### src/rtl/scd_pkg.sv
package scd_pkg;
  localparam int GRP_W  = 8;
  localparam int NGRP   = 3;
  localparam int IMG_W  = NGRP * GRP_W;
  localparam int DSL_W  = 2;
  localparam int PHY_W  = 3;
  localparam int N_PHY  = 4;
  localparam int OWN_W  = DSL_W + PHY_W * N_PHY;
  localparam int LEN_W  = $clog2(IMG_W + 1);

  typedef enum logic [1:0] {ST_IDLE, ST_SHIFT, ST_STORE} shift_state_t;

  typedef struct packed {
    logic [IMG_W-1:0] img;
    logic [NGRP-1:0]  mask;
    logic             rise;
  } frame_key_t;

  // Enabled groups packed toward the MSB, highest group first.
  function automatic logic [IMG_W-1:0] pack_frame(input logic [IMG_W-1:0] img,
                                                  input logic [NGRP-1:0] mask);
    logic [IMG_W-1:0] r;
    int pos;
    r   = '0;
    pos = IMG_W;
    for (int g = NGRP - 1; g >= 0; g--) begin
      if (mask[g]) begin
        pos = pos - GRP_W;
        r[pos +: GRP_W] = img[g*GRP_W +: GRP_W];
      end
    end
    return r;
  endfunction

  function automatic logic [LEN_W-1:0] frame_len(input logic [NGRP-1:0] mask);
    return LEN_W'($countones(mask) * GRP_W);
  endfunction
endpackage

### src/rtl/scd_regs.sv
module scd_regs
  import scd_pkg::*;
#(
  parameter int               ADDR_W      = 3,
  parameter int               DIV_W       = 8,
  parameter logic [IMG_W-1:0] SHADOW_INIT = '0,
  parameter logic [NGRP-1:0]  GROUP_INIT  = '1,
  parameter logic [DIV_W-1:0] DIV_INIT    = 1
) (
  input  logic                   clk,
  input  logic                   rst_n,
  input  logic                   wr_en,
  input  logic [ADDR_W-1:0]      wr_addr,
  input  logic [IMG_W-1:0]       wr_data,
  output logic [IMG_W-1:0]       sw_img,
  output logic [NGRP-1:0]        grp_mask,
  output logic                   rise_mode,
  output logic [DSL_W-1:0]       dsl_own,
  output logic [PHY_W*N_PHY-1:0] phy_own,
  output logic [DIV_W-1:0]       div_val
);
  localparam logic [ADDR_W-1:0] A_IMAGE = ADDR_W'(0);
  localparam logic [ADDR_W-1:0] A_CTRL  = ADDR_W'(1);
  localparam logic [ADDR_W-1:0] A_PHY   = ADDR_W'(2);
  localparam logic [ADDR_W-1:0] A_DIV   = ADDR_W'(3);
  localparam int CTRL_RISE = NGRP;
  localparam int CTRL_DSL  = NGRP + 1;

  always_ff @(posedge clk or negedge rst_n) begin
    if (!rst_n) begin
      sw_img    <= SHADOW_INIT;
      grp_mask  <= GROUP_INIT;
      rise_mode <= 1'b0;
      dsl_own   <= '0;
      phy_own   <= '0;
      div_val   <= DIV_INIT;
    end else if (wr_en) begin
      case (wr_addr)
        A_IMAGE: sw_img <= wr_data;
        A_CTRL: begin
          grp_mask  <= wr_data[NGRP-1:0];
          rise_mode <= wr_data[CTRL_RISE];
          dsl_own   <= wr_data[CTRL_DSL +: DSL_W];
        end
        A_PHY:   phy_own <= wr_data[PHY_W*N_PHY-1:0];
        A_DIV:   div_val <= wr_data[DIV_W-1:0];
        default: ;
      endcase
    end
  end
endmodule

### src/rtl/scd_own_mux.sv
module scd_own_mux
  import scd_pkg::*;
(
  input  logic [IMG_W-1:0]       sw_img,
  input  logic [DSL_W-1:0]       dsl_own,
  input  logic [PHY_W*N_PHY-1:0] phy_own,
  input  logic [DSL_W-1:0]       dsl_status,
  input  logic [PHY_W*N_PHY-1:0] phy_status,
  output logic [IMG_W-1:0]       out_img
);
  // PHY n owns image bits 2+3n .. 2+3n+2, directly above the modem bits.
  logic [OWN_W-1:0] own_en;
  logic [OWN_W-1:0] own_val;
  assign own_en  = {phy_own, dsl_own};
  assign own_val = {phy_status, dsl_status};

  for (genvar b = 0; b < IMG_W; b++) begin : g_bit
    if (b < OWN_W) begin : g_owned
      assign out_img[b] = own_en[b] ? own_val[b] : sw_img[b];
    end else begin : g_plain
      assign out_img[b] = sw_img[b];
    end
  end
endmodule

### src/rtl/scd_shifter.sv
module scd_shifter
  import scd_pkg::*;
#(
  parameter int DIV_W = 8
) (
  input  logic             clk,
  input  logic             rst_n,
  input  logic             start,
  input  logic [IMG_W-1:0] word,
  input  logic [LEN_W-1:0] len,
  input  logic             pol,
  input  logic [DIV_W-1:0] div,
  output logic             shift_clk,
  output logic             ser_data,
  output logic             store_pulse,
  output logic             busy,
  output logic             tick,
  output logic             bit_launch,
  output logic             frame_pol
);
  shift_state_t     state;
  logic             phase;
  logic [DIV_W-1:0] cnt, div_q;
  logic [IMG_W-1:0] shreg;
  logic [LEN_W-1:0] left;

  assign busy       = (state != ST_IDLE);
  assign tick       = busy && (cnt == div_q);
  assign bit_launch = (state == ST_SHIFT) && tick && phase && (left != '0);
  assign shift_clk  = ((state == ST_SHIFT) && phase) ? frame_pol : ~frame_pol;

  always_ff @(posedge clk or negedge rst_n) begin
    if (!rst_n) begin
      state       <= ST_IDLE;
      phase       <= 1'b0;
      cnt         <= '0;
      div_q       <= '0;
      shreg       <= '0;
      left        <= '0;
      ser_data    <= 1'b0;
      store_pulse <= 1'b0;
      frame_pol   <= 1'b0;
    end else begin
      case (state)
        ST_IDLE: if (start) begin
          state     <= ST_SHIFT;
          ser_data  <= word[IMG_W-1];
          shreg     <= word << 1;
          left      <= len - LEN_W'(1);
          phase     <= 1'b0;
          cnt       <= '0;
          frame_pol <= pol;
          div_q     <= div;
        end
        ST_SHIFT: begin
          if (!tick) cnt <= cnt + DIV_W'(1);
          else begin
            cnt <= '0;
            if (!phase) phase <= 1'b1;
            else if (left == '0) begin
              state       <= ST_STORE;
              phase       <= 1'b0;
              store_pulse <= 1'b1;
            end else begin
              phase    <= 1'b0;
              ser_data <= shreg[IMG_W-1];
              shreg    <= shreg << 1;
              left     <= left - LEN_W'(1);
            end
          end
        end
        default: begin
          if (!tick) cnt <= cnt + DIV_W'(1);
          else begin
            cnt <= '0;
            if (!phase) phase <= 1'b1;
            else begin
              state       <= ST_IDLE;
              phase       <= 1'b0;
              store_pulse <= 1'b0;
            end
          end
        end
      endcase
    end
  end
endmodule

### src/rtl/scd_cascade_drv.sv
module scd_cascade_drv
  import scd_pkg::*;
#(
  parameter int               DIV_W       = 8,
  parameter logic [IMG_W-1:0] SHADOW_INIT = '0,
  parameter logic [NGRP-1:0]  GROUP_INIT  = '1,
  parameter logic [DIV_W-1:0] DIV_INIT    = 1,
  parameter int               REFRESH_CYC = 1000000
) (
  input  logic                   clk,
  input  logic                   rst_n,
  input  logic                   wr_en,
  input  logic [2:0]             wr_addr,
  input  logic [IMG_W-1:0]       wr_data,
  input  logic [DSL_W-1:0]       dsl_status,
  input  logic [PHY_W*N_PHY-1:0] phy_status,
  output logic                   shift_clk,
  output logic                   ser_data,
  output logic                   store_pulse
);
  localparam int RF_W = $clog2(REFRESH_CYC);
  localparam logic [RF_W-1:0] RF_LAST = RF_W'(REFRESH_CYC - 1);

  logic [IMG_W-1:0]       sw_img, muxed;
  logic [NGRP-1:0]        grp_mask;
  logic                   rise_mode;
  logic [DSL_W-1:0]       dsl_own;
  logic [PHY_W*N_PHY-1:0] phy_own;
  logic [DIV_W-1:0]       div_val;
  logic                   busy, sh_tick, bit_launch, frame_pol;
  logic                   frame_start, refresh_due, dirty;
  logic [RF_W-1:0]        idle_cnt;
  frame_key_t             cur_key, last_key;

  scd_regs #(.ADDR_W(3), .DIV_W(DIV_W), .SHADOW_INIT(SHADOW_INIT),
             .GROUP_INIT(GROUP_INIT), .DIV_INIT(DIV_INIT)) u_regs (
    .clk(clk), .rst_n(rst_n), .wr_en(wr_en), .wr_addr(wr_addr), .wr_data(wr_data),
    .sw_img(sw_img), .grp_mask(grp_mask), .rise_mode(rise_mode),
    .dsl_own(dsl_own), .phy_own(phy_own), .div_val(div_val));

  scd_own_mux u_mux (
    .sw_img(sw_img), .dsl_own(dsl_own), .phy_own(phy_own),
    .dsl_status(dsl_status), .phy_status(phy_status), .out_img(muxed));

  assign cur_key     = '{img: muxed, mask: grp_mask, rise: rise_mode};
  assign refresh_due = (idle_cnt == RF_LAST);
  assign frame_start = !busy && (grp_mask != '0) &&
                       (dirty || (cur_key != last_key) || refresh_due);

  always_ff @(posedge clk or negedge rst_n) begin
    if (!rst_n) begin
      dirty    <= 1'b1;
      last_key <= '0;
      idle_cnt <= '0;
    end else if (frame_start) begin
      dirty    <= 1'b0;
      last_key <= cur_key;
      idle_cnt <= '0;
    end else if (!busy && !refresh_due) begin
      idle_cnt <= idle_cnt + RF_W'(1);
    end
  end

  scd_shifter #(.DIV_W(DIV_W)) u_shift (
    .clk(clk), .rst_n(rst_n), .start(frame_start),
    .word(pack_frame(muxed, grp_mask)), .len(frame_len(grp_mask)),
    .pol(rise_mode), .div(div_val),
    .shift_clk(shift_clk), .ser_data(ser_data), .store_pulse(store_pulse),
    .busy(busy), .tick(sh_tick), .bit_launch(bit_launch), .frame_pol(frame_pol));
endmodule

### config.mk
export PLATFORM = sky130hd
export DESIGN_NAME = scd_cascade_drv
export DESIGN_NICKNAME = d
export VERILOG_FILES = /design/src/rtl/scd_pkg.sv /design/src/rtl/scd_regs.sv /design/src/rtl/scd_own_mux.sv /design/src/rtl/scd_shifter.sv /design/src/rtl/scd_cascade_drv.sv
export SDC_FILE = /design/constraint.sdc
export NUM_CORES = 1
export LEC_CHECK = 0
export ABC_AREA = 1
export BUFFER_PORTS_ARGS = -buffer_cell sky130_fd_sc_hd__buf_2
export CORE_ASPECT_RATIO = 2
export CORE_MARGIN = 2
export CORE_UTILIZATION = 30
export DETAILED_ROUTE_END_ITERATION = 16
export HOLD_SLACK_MARGIN = 0.12
export PLACE_DENSITY = 0.51
export SETUP_SLACK_MARGIN = 0.02
export SLEW_MARGIN = 20
export SYNTH_ARGS = -nofsm -noshare
export SYNTH_HDL_FRONTEND = slang
export SYNTH_SLANG_ARGS = --single-unit
### constraint.sdc
create_clock -name clk -period 4.3 [get_ports clk]
set_input_delay 0.43 -clock clk [delete_from_list [all_inputs] [get_ports clk]]
set_output_delay 0.43 -clock clk [all_outputs]
set_load 0.01 [all_outputs]
==> flow_metrics.env <==
export IMPL_status="completed"
export IMPL_setup_viol=0
export IMPL_rsz0062_at_grt="false"
export IMPL_synthesis_nets=1067
export IMPL_syn_inst=1015
export IMPL_yosys_warnings=0
export IMPL_dp_cells=1369
export IMPL_grt_use_total=0.162
export IMPL_clk_pin_slew_ns=0.06
export IMPL_drt_wirelength_per_cell_um=15.1
export IMPL_p_leak_uw=0.00450
export IMPL_cp_arrival_ns=3.27
export IMPL_synthDistinctLibCells=36
export IMPL_period_share=0.687
export IMPL_ioPinCount=47
export IMPL_cts_root_buf="clkbuf_16"
export IMPL_final_max_slew_violation_count=0
export IMPL_syn_avg_cell_area_um2=7.64
export IMPL_placed_cell_area_um2=8230
export IMPL_ys_seq_area_frac=0.482
export IMPL_port_buffers=46
export IMPL_finalClockSkew_ns=0.00919
export IMPL_first_iter_violations=344
export IMPL_die_y_um=231
export IMPL_instances_no_fill=1402
export IMPL_peakVddDrop_mv=0.321
export IMPL_drv_cap=0
export IMPL_antenna_found_initial=0
export IMPL_clock_sinks=149
export IMPL_synth_simple_area_share=0.291
export IMPL_place_gp_congestion=0.840
export IMPL_synth_top_family_by_area="simple AND/OR/NAND/NOR gates"
export IMPL_post_dp_hpwl_um=15300
export IMPL_worstSetupPathType="register to register"
export IMPL_synth_compound_area_share=0.0881
export IMPL_fmax_mhz=339
export IMPL_yosys_area_top_type_share=0.465
export IMPL_regArea_um2=3730
export IMPL_synth_adder_area_share=0.0139
export IMPL_nets=1101
export IMPL_rows=83
export IMPL_cp_start_kind="register"
export IMPL_async_reset_ff_frac=1.00
export IMPL_antenna_left=0
export IMPL_n_fill_cell=2790
export IMPL_grt_remaining_overflow=0
export IMPL_synth_flop_cell="dfrtp_1"
export IMPL_clk_latency_ns=0.43
export IMPL_cp_end_kind="register"
export IMPL_path_max_fanout=64
export IMPL_hp_class="input pin to register"
export IMPL_tightest_slew_ns=0.917
export IMPL_period_needed_ns=2.95
export IMPL_vias=6458
export IMPL_initial_core_util=0.303
export IMPL_grt_pass1_wl_um=34400
export IMPL_relSlewSlack=0.388
export IMPL_postRouteWirelength_um=21100
export IMPL_synthMuxAreaShare=0.00145
export IMPL_via_per_inst=4.61
export IMPL_hold_viol_final=0
export IMPL_power_density_nw_per_um2=624
export IMPL_core_area_um2=25500
export IMPL_synth_ff_latch_count=149
export IMPL_cts_buffers=17
export IMPL_tns_ns=0
export IMPL_required_ns=4.62
export IMPL_grt_max_degree=87
export IMPL_netlist_area_um2=7750
export IMPL_cts_resized=0
export IMPL_cts_tree="built"
export IMPL_die_w_um=118
export IMPL_die_area_um2=27200
export IMPL_synth_edf_count=0
export IMPL_cts_htree_levels=4
export IMPL_multiInputGateArea_um2=3380
export IMPL_dr_pass1_iters=5
export IMPL_drive_gt1_frac=0.0989
export IMPL_synth_top_area_cell="dfrtp_1"
export IMPL_synth_xor_area_frac=0.0407
export IMPL_area_delta_synth_final_pct=14.1
export IMPL_synth_area_leaders="dfrtp_1 46%, nand2_1 17%, inv_1 4.9%"
export IMPL_fin_area_um2=8840
export IMPL_antenna_cells=0
export IMPL_grt_pass1_vias=6539
export IMPL_clk_path_buf_depth=2
export IMPL_drc=0
## metrics by stage
step	hold WS (ns)	total power, uW	util	worst slack [ns]
after floorplan	0.134	3520	-	2.53
after global placement	0.453	3990	0.322	1.28
after detailed placement	0.458	4030	0.322	1.31
after CTS	0.211	5590	0.346	1.29
after global routing	0.226	5950	0.346	1.07
final	0.231	5520	0.346	1.35
## flip-flops by register name (all words and copies together) (netlist names)
signal / flops
u_regs.sw_img: 24
u_regs.rise_mode: 1
u_shift.frame_pol: 1
u_shift.store_pulse: 1
u_shift.phase: 1
idle_cnt: 20
u_regs.phy_own: 12
u_regs.div_val: 8
last_key: 28
u_shift.shreg: 23
dirty: 1
u_shift.left: 5
u_shift.div_q: 8
u_shift.cnt: 8
u_regs.grp_mask: 3
u_shift.state: 2
u_shift.ser_data: 1
u_regs.dsl_own: 2
## critical path, cell delays in order (launching register included)
cell,delay [ns]
dfstp_2,0.68
inv_1,0.19
nand2_1,0.09
nand2_1,0.06
nor2_1,0.08
nand2_1,0.06
nor2_1,0.11
nand2_1,0.12
nor2_1,0.11
nand3_1,0.12
nand2_4,0.34
buf_4,0.63
nand2_1,0.10
nand2_1,0.08
nand2_1,0.05
## routing by layer
layer / vias up / wire length, um / GRT usage
met4: 0 / 815 / 0.0772
li1: 3262 / - / -
met1: 3075 / 8260 / 0.168
met3: 32 / 390 / 0.0273
met2: 89 / 11600 / 0.312
met5: - / 0 / 0
## synth_stat cells, types with 2 or more instances
| cell | instances |
|---|---|
| o21ai_0 | 73 |
| inv_1 | 101 |
| nor3_1 | 5 |
| xnor2_1 | 15 |
| a22oi_1 | 6 |
| o32ai_1 | 6 |
| nand2_1 | 354 |
| dfstp_2 | 5 |
| ha_1 | 7 |
| xor2_1 | 21 |
| a31oi_1 | 3 |
| nand3b_1 | 7 |
| clkbuf_1 | 18 |
| or2_2 | 5 |
| buf_6 | 11 |
| nand2_2 | 3 |
| buf_2 | 7 |
| a221oi_1 | 2 |
| nor2_1 | 94 |
| nand3_1 | 74 |
| inv_2 | 3 |
| dfrtp_1 | 144 |
| a21oi_1 | 29 |
| o21ai_1 | 3 |
| nand4_1 | 7 |
| buf_4 | 2 |
## placed cells by master (no fill, tap or decap), types with 3 or more instances in the layout
master     count
inv_2          3
a31oi_1        3
dfrtp_1      144
nand3b_1       7
buf_4          6
o32ai_1        6
dfstp_2        5
clkinv_2       4
clkbuf_16     17
a21oi_1       29
nand2_1      354
inv_1        101
xnor2_1       15
o21ai_1        3
nor3_1         5
a22oi_1        6
nand4_1        7
buf_2         45
nand3_1       73
nor2_1        93
ha_1           7
xor2_1        21
bufinv_16      3
o21ai_0       73
or2_2          5
## timing repair
action | CTS | global route
setup buffers | 0 | 0
hold buffers | 1 | 0
endpoints found under the hold margin | 58 | 0
## area by class of cell
type / instances / share of cell area
Inverter: 104 / 0.0441
Sequential cell: 149 / 0.422
Clock inverter: 12 / 0.0171
Multi-Input combinational cell: 723 / 0.382
Tap cell: 340 / 0.0481
Timing Repair Buffer: 54 / 0.0352
Clock buffer: 20 / 0.0505
## where the power goes
| part | internal, uW | switching (uW) |
|---|---|---|
| clock | 928 | 607 |
| sequential | 1830 | 331 |
| combinational | 641 | 1180 |
| total | 3400 | 2120 |
## kinds of logic (layout without fill, tap and decap cells)
family / count (synthesis) / after routing
DFF: 149 / 149
xor gates and xnor gates: 36 / 36
and+or+nand+nor: 553 / 553
muxes: 1 / 1
adders and majority gates: 8 / 8
AOI/OAI and AO/OA: 125 / 125
buffers and inverters: 143 / 190
## final timing paths
kind	from	endpoint	slack, ns	depth (start not counted)
max	u_regs.grp_mask[2]	u_shift.phase	1.35	14
min	wr_data[12]	u_regs.sw_img[12]	0.23	2
max reg2reg	u_regs.grp_mask[2]	u_shift.phase	1.35	14
min reg2reg	dirty	dirty	0.47	2
max in group asynchronous	rst_n	u_shift.shreg[15]	2.82	3
min in group asynchronous	rst_n	u_regs.sw_img[10]	0.54	2
No activity file was read; power rests on OpenSTA's default activity.
